<file path="config.mk">
export PLATFORM = sky130hd
export DESIGN_NAME = sync_periph_bridge
export DESIGN_NICKNAME = d
export VERILOG_FILES = /design/src/rtl/spb_pkg.sv /design/src/rtl/spb_phase_gen.sv /design/src/rtl/spb_cycle_ctl.sv /design/src/rtl/spb_datapath.sv /design/src/rtl/spb_proto_mon.sv /design/src/rtl/sync_periph_bridge.sv
export SDC_FILE = /design/constraint.sdc
export NUM_CORES = 1
export LEC_CHECK = 0
export BUFFER_PORTS_ARGS = -buffer_cell sky130_fd_sc_hd__buf_2
export CELL_PAD_IN_SITES_DETAIL_PLACEMENT = 0
export CELL_PAD_IN_SITES_GLOBAL_PLACEMENT = 2
export CORE_MARGIN = 8
export CORE_UTILIZATION = 34
export DETAILED_ROUTE_END_ITERATION = 8
export GPL_TIMING_DRIVEN = 0
export PLACE_DENSITY_LB_ADDON = 0.15
export RECOVER_POWER = 50
export SYNTH_ARGS = -nofsm -noshare
export SYNTH_HDL_FRONTEND = slang
export SYNTH_SLANG_ARGS = --single-unit
</file>
<file path="constraint.sdc">
create_clock -name clk -period 3.7 [get_ports clk]
set_clock_uncertainty 0.2 [all_clocks]
set_input_delay 0.925 -clock clk [delete_from_list [all_inputs] [get_ports clk]]
set_output_delay 0.925 -clock clk [all_outputs]
set_load 0.02 [all_outputs]
</file>
<file path="src/rtl/spb_pkg.sv">
package spb_pkg;

  typedef enum logic [2:0] {
    ST_IDLE,
    ST_SYNC,
    ST_ALIGN,
    ST_XFER,
    ST_FIN
  } cyc_state_t;

  // phase clock is high in the last HI counts of each DIV-long period
  function automatic logic phase_high(int unsigned cnt, int unsigned div, int unsigned hi);
    return cnt >= (div - hi);
  endfunction

  function automatic logic phase_end(int unsigned cnt, int unsigned div);
    return cnt == (div - 1);
  endfunction

endpackage

</file>
<file path="src/rtl/spb_phase_gen.sv">
module spb_phase_gen
  import spb_pkg::*;
#(
  parameter int unsigned DIV = 10,
  parameter int unsigned HI  = 4
) (
  input  logic clk,
  input  logic rst_n,
  output logic phase_clk,
  output logic phase_last
);
  localparam int unsigned CW = $clog2(DIV);

  logic [CW-1:0] cnt;

  always_ff @(posedge clk or negedge rst_n) begin
    if (!rst_n) begin
      cnt <= '0;
    end else if (phase_end(32'(cnt), DIV)) begin
      cnt <= '0;
    end else begin
      cnt <= cnt + CW'(1);
    end
  end

  assign phase_clk  = phase_high(32'(cnt), DIV, HI);
  assign phase_last = phase_end(32'(cnt), DIV);

endmodule

</file>
<file path="src/rtl/spb_cycle_ctl.sv">
module spb_cycle_ctl
  import spb_pkg::*;
#(
  parameter int unsigned REC_DLY = 3
) (
  input  logic clk,
  input  logic rst_n,
  input  logic strb_n,
  input  logic slow_sel_n,
  input  logic phase_clk,
  input  logic phase_last,
  output logic per_cs_n,
  output logic cyc_done,
  output logic in_xfer,
  output logic ev_start,
  output logic ev_arm,
  output logic ev_capture
);
  localparam int unsigned DCW = $clog2(REC_DLY + 1);

  cyc_state_t     st;
  logic [DCW-1:0] dly;
  logic           ev_recog;

  assign ev_start   = (st == ST_IDLE)  && !strb_n;
  assign ev_recog   = (st == ST_SYNC)  && !strb_n && (dly == DCW'(REC_DLY)) && !slow_sel_n;
  assign ev_arm     = (st == ST_ALIGN) && !strb_n && !phase_clk;
  assign ev_capture = (st == ST_XFER)  && !strb_n && phase_last;
  assign in_xfer    = (st == ST_XFER);

  always_ff @(posedge clk or negedge rst_n) begin
    if (!rst_n) begin
      st       <= ST_IDLE;
      dly      <= '0;
      per_cs_n <= 1'b1;
      cyc_done <= 1'b0;
    end else begin
      cyc_done <= ev_capture;
      case (st)
        ST_IDLE: begin
          if (ev_start) begin
            st  <= ST_SYNC;
            dly <= DCW'(1);
          end
        end
        ST_SYNC: begin
          if (strb_n) begin
            st <= ST_IDLE;
          end else if (dly != DCW'(REC_DLY)) begin
            dly <= dly + DCW'(1);
          end else if (ev_recog) begin
            st <= ST_ALIGN;
          end
        end
        ST_ALIGN: begin
          if (strb_n) begin
            st <= ST_IDLE;
          end else if (ev_arm) begin
            st       <= ST_XFER;
            per_cs_n <= 1'b0;
          end
        end
        ST_XFER: begin
          if (strb_n) begin
            st       <= ST_IDLE;
            per_cs_n <= 1'b1;
          end else if (ev_capture) begin
            st       <= ST_FIN;
            per_cs_n <= 1'b1;
          end
        end
        ST_FIN: begin
          if (strb_n) begin
            st <= ST_IDLE;
          end
        end
        default: st <= ST_IDLE;
      endcase
    end
  end

endmodule

</file>
<file path="src/rtl/spb_datapath.sv">
module spb_datapath #(
  parameter int unsigned DW = 16
) (
  input  logic            clk,
  input  logic            rst_n,
  input  logic            ev_start,
  input  logic            ev_arm,
  input  logic            ev_capture,
  input  logic            in_xfer,
  input  logic            cyc_done,
  input  logic            rd_wr,
  input  logic [DW/8-1:0] lane_n,
  input  logic [DW-1:0]   wr_data,
  input  logic [DW-1:0]   per_din,
  output logic [DW-1:0]   per_dout,
  output logic            per_doe,
  output logic [DW-1:0]   rd_data,
  output logic            rd_valid
);
  localparam int unsigned LANES = DW / 8;

  logic            rw_q;
  logic [LANES-1:0] lane_q;
  logic [DW-1:0]   wdata_q;

  always_ff @(posedge clk or negedge rst_n) begin
    if (!rst_n) begin
      rw_q     <= 1'b1;
      lane_q   <= '1;
      wdata_q  <= '0;
      rd_valid <= 1'b0;
    end else begin
      rd_valid <= ev_capture && rw_q;
      if (ev_start) begin
        rw_q   <= rd_wr;
        lane_q <= lane_n;
      end
      if (ev_arm) begin
        wdata_q <= wr_data;
      end
    end
  end

  for (genvar gl = 0; gl < LANES; gl++) begin : g_lane
    logic [7:0] lane_byte;
    always_ff @(posedge clk or negedge rst_n) begin
      if (!rst_n) begin
        lane_byte <= '0;
      end else if (ev_capture && rw_q) begin
        lane_byte <= lane_q[gl] ? 8'h00 : per_din[gl*8 +: 8];
      end
    end
    assign rd_data[gl*8 +: 8] = lane_byte;
  end

  assign per_dout = wdata_q;
  assign per_doe  = !rw_q && (in_xfer || cyc_done);

endmodule

</file>
<file path="src/rtl/spb_proto_mon.sv">
module spb_proto_mon (
  input  logic clk,
  input  logic rst_n,
  input  logic strb_n,
  input  logic slow_sel_n,
  input  logic fast_ack_n,
  output logic proto_err
);
  logic strb_prev;
  logic ack_clash;
  logic late_release;

  assign ack_clash    = !fast_ack_n && !slow_sel_n;
  assign late_release = strb_n && strb_prev && !slow_sel_n;

  always_ff @(posedge clk or negedge rst_n) begin
    if (!rst_n) begin
      strb_prev <= 1'b1;
      proto_err <= 1'b0;
    end else begin
      strb_prev <= strb_n;
      if (ack_clash || late_release) begin
        proto_err <= 1'b1;
      end
    end
  end

endmodule

</file>
<file path="src/rtl/sync_periph_bridge.sv">
module sync_periph_bridge #(
  parameter int unsigned DW      = 16,
  parameter int unsigned DIV     = 10,
  parameter int unsigned HI      = 4,
  parameter int unsigned REC_DLY = 3
) (
  input  logic            clk,
  input  logic            rst_n,
  input  logic            strb_n,
  input  logic            rd_wr,
  input  logic [DW/8-1:0] lane_n,
  input  logic            slow_sel_n,
  input  logic            fast_ack_n,
  input  logic [DW-1:0]   wr_data,
  input  logic [DW-1:0]   per_din,
  output logic            phase_clk,
  output logic            per_cs_n,
  output logic [DW-1:0]   per_dout,
  output logic            per_doe,
  output logic [DW-1:0]   rd_data,
  output logic            rd_valid,
  output logic            cyc_done,
  output logic            proto_err
);
  logic phase_last;
  logic in_xfer;
  logic ev_start;
  logic ev_arm;
  logic ev_capture;

  spb_phase_gen #(.DIV(DIV), .HI(HI)) u_phase (
    .clk        (clk),
    .rst_n      (rst_n),
    .phase_clk  (phase_clk),
    .phase_last (phase_last)
  );

  spb_cycle_ctl #(.REC_DLY(REC_DLY)) u_ctl (
    .clk        (clk),
    .rst_n      (rst_n),
    .strb_n     (strb_n),
    .slow_sel_n (slow_sel_n),
    .phase_clk  (phase_clk),
    .phase_last (phase_last),
    .per_cs_n   (per_cs_n),
    .cyc_done   (cyc_done),
    .in_xfer    (in_xfer),
    .ev_start   (ev_start),
    .ev_arm     (ev_arm),
    .ev_capture (ev_capture)
  );

  spb_datapath #(.DW(DW)) u_data (
    .clk        (clk),
    .rst_n      (rst_n),
    .ev_start   (ev_start),
    .ev_arm     (ev_arm),
    .ev_capture (ev_capture),
    .in_xfer    (in_xfer),
    .cyc_done   (cyc_done),
    .rd_wr      (rd_wr),
    .lane_n     (lane_n),
    .wr_data    (wr_data),
    .per_din    (per_din),
    .per_dout   (per_dout),
    .per_doe    (per_doe),
    .rd_data    (rd_data),
    .rd_valid   (rd_valid)
  );

  spb_proto_mon u_mon (
    .clk        (clk),
    .rst_n      (rst_n),
    .strb_n     (strb_n),
    .slow_sel_n (slow_sel_n),
    .fast_ack_n (fast_ack_n),
    .proto_err  (proto_err)
  );

endmodule

</file>
==> impl_results.md <==
* Residual DRC at 0
* Max-slew violations at 0
* Final wirelength at approximately 4700 µm
* Via/cell ratio at around 4.6
* Largest net degree at the start of global routing at 50
* Final nets at around 280
* Setup CP Type: input pin to flip-flop
* Avg Inst Size Synth at between 10 and 15 µm²
* GP Congestion at between 0.7 and 0.8
* Met2 GRT Util at between 15 and 20%
* Tightest Pin Transition at approximately 1.1 ns
* Post-synthesis adder-cell area fraction at 0.593%
* CP required at 3.69 ns
* Setup WS pre-CTS at 1.16 ns
* Final Cycle Share at 75.7%
* Layout area overhead at 27.1%
* Yosys warns at 0
* Ranking of synthesized cells by area: dfrtp_1, mux2_2, mux2_4
* Iter 0 DRT Violations at 33
* Max FO, Critical Path at 10
* Post-synthesis compound-gate area fraction at 4.39%
* Post-CTS Setup Repair Bufs at 0
* Worst-Skew Late Latency at between 0.2 and 0.3 ns
* Synth Instances at ~150
* Root Driver: clkbuf_8
* Most frequent cells in the layout: buf_2, dfrtp_1, mux2_2
* Initial antenna violation count at 0
* Setup violators final at 0
* Post-synthesis xor/xnor area fraction at less than 1%
* Crit. End Element: flip-flop
* Ant diodes at 0
* Post-Synth Simple-Gate Area at a little over an eighth
* Commonest non-fill, non-tap cell in the layout: buf_2
* Placed instance area at approximately 0.0026 mm²
* Total CTS buffers at 5
* Maximum capacitance violations at 0
* Post-synth design cell area at 0.00211 mm²
* Max_slew headroom at 29.0%
* CTS max path bufs at 2
* Ports at 78
* Yosys top cell by area: dfrtp_1
* Post-synthesis net count at 193
* Clock Sink Count at about 50
* Grt peak-use layer: met2
* LEAKAGE at between 1 and 1.5 nW
* VDD IR max at ~220 µV
* Number of synthesized flops with an enable pin at 0
* CP arrival at ~2.8 ns
* Status: completed
* Share of cells above drive strength 1 at between 40% and 50%
* Antenna viol nets, final at 0
* PwrDens at about 550 mW/mm²
* Setup ws final at around 0.9 ns
* GRT Util Overall at 10.7%
* Average routed wire per standard cell at approximately 15 µm
* CTS clk-pin slew, worst paths at about 0.090 ns
* Row cnt at 28
* Die Y at approximately 95 µm
* Fin. Hold Viols at 0
* Die W at around 95 µm
* Sequential share of the synthesized area at between 50% and 60%
* RSZ-0062 raised after global routing: false
* Finished Cell Area at around 0.0027 mm²
* Grt total ovfl at 0
* HPWL after detailed placement at around 3600 µm
* Async S/R FF share, synth at between 90% and 100%
* Routed vias at 1449
* Initial Utilization at between 30% and 40%
* Fmax at 357 MHz
* CTS resizes at 0
* Die footprint at 0.00898 mm²
* CTS tree: done
* Post-synth cell types at 35
* Number of global-route vias before repair at 1533
* Buffers on Ports at 77
* H-tree depth at 2
* Core Box Area at roughly 0.0060 mm²
* GRT met3 Usage at roughly 5.0%
* Yosys top cell area share at between 50% and 60%
* Main synth FF type: dfrtp_1
* First-pass detailed-route iteration total at 3
* Global-route wire length before repair at around 7700 µm
* Final Total Pwr at roughly 1.5 mW
* FF+latch count, synth at 49
* Minimum clock period at between 2 and 3 ns
* Met1 usage at roughly an eighth
* Hold Crit Class: flip-flop to flip-flop
* Type of origin of the critical path: input pin
* Largest family of logic cells by synthesized area: multiplexers
* CTS Hold Buffers Added at 0
* Setup_tns at 0 ns
* Post-synthesis mux area share at 20.8%
[synthesized netlist by cell type, drive strengths merged (4+ instances only)]
library cell / n
dfrtp: 44
buf: 4
nand3: 4
dfstp: 5
mux2: 35
nand2: 5
a21oi: 4
o21ai: 4
nor2b: 16
inv: 4
nor2: 6
[registers in the layout, summed over array words and instances (netlist names)]
signal and cells:
u_ctl.cyc_done 1, u_ctl.dly 2, u_ctl.per_cs_n 1, u_ctl.st 3, u_data.g_lane.lane_byte 16, u_data.lane_q 2
u_data.per_dout 16, u_data.rd_valid 1, u_data.rw_q 1, u_mon.proto_err 1, u_mon.strb_prev 1, u_phase.cnt 4
[kinds of logic (layout without fill, tap and decap cells)]
| family | after synthesis | in the layout |
|---|---|---|
| xor gates and xnor gates | 1 | 1 |
| adders and majority gates | 1 | 1 |
| DFF | 49 | 49 |
| muxes | 36 | 36 |
| and+or+nand+nor | 43 | 43 |
| AOI/OAI and AO/OA | 14 | 14 |
| buffers and inverters | 8 | 93 |
[report_power, final]
part	internal [mW]	total [mW]	leakage [nW]	switching, mW
logic	0.157	0.359	0.752	0.203
clock network	0.220	0.386	0.0585	0.166
registers	0.650	0.725	0.639	0.0747
total	1.03	1.47	1.45	0.443
[layer usage]
layer	wire length, µm	vias up
met4	60	0
met5	0	-
met1	1970	688
li1	-	698
met2	2120	57
met3	568	6
[through the flow]
step | hold slack [ns] | utilization [%] | instances
floorplan | 0.247 | - | 152
global placement | 0.250 | 43.5 | 304
detailed placement | 0.252 | 43.5 | 304
CTS | 0.281 | 45.4 | 312
global route | 0.301 | 45.0 | 312
finish | 0.278 | 45.0 | 312
[area by class of cell]
cell class / count / area (µm²)
buffer: 4 / 20.0
clock buffer: 7 / 86.3
clock inverter: 1 / 30.0
fill: 579 / 3270
inverter: 4 / 15.0
multi-input combinational: 95 / 827
sequential: 49 / 1230
tap: 75 / 93.8
timing repair buffer: 77 / 377
[final timing paths]
check	slack, ns	from	to	cells past startpoint
max	0.90	strb_n	u_data.g_lane[1].lane_byte[1]$_DFFE_PN0P_	6
min	0.28	u_mon.proto_err$_DFFE_PN0P_	u_mon.proto_err$_DFFE_PN0P_	1
max reg2reg	1.51	u_phase.cnt[3]$_DFF_PN0_	u_data.g_lane[1].lane_byte[1]$_DFFE_PN0P_	4
min reg2reg	0.28	u_mon.proto_err$_DFFE_PN0P_	u_mon.proto_err$_DFFE_PN0P_	1
max in group asynchronous	2.02	rst_n	u_ctl.dly[1]$_DFFE_PN0P_	1
min in group asynchronous	0.62	rst_n	u_data.per_dout[11]$_DFFE_PN0P_	1
[worst max-delay path, stage by stage]
cell	delay [ns]
clkbuf_1	0.10
clkbuf_1	0.34
and4bb_1	0.31
nand3_4	0.16
clkbuf_1	0.60
mux2_4	0.35
Power figures use the tool's default switching activity.
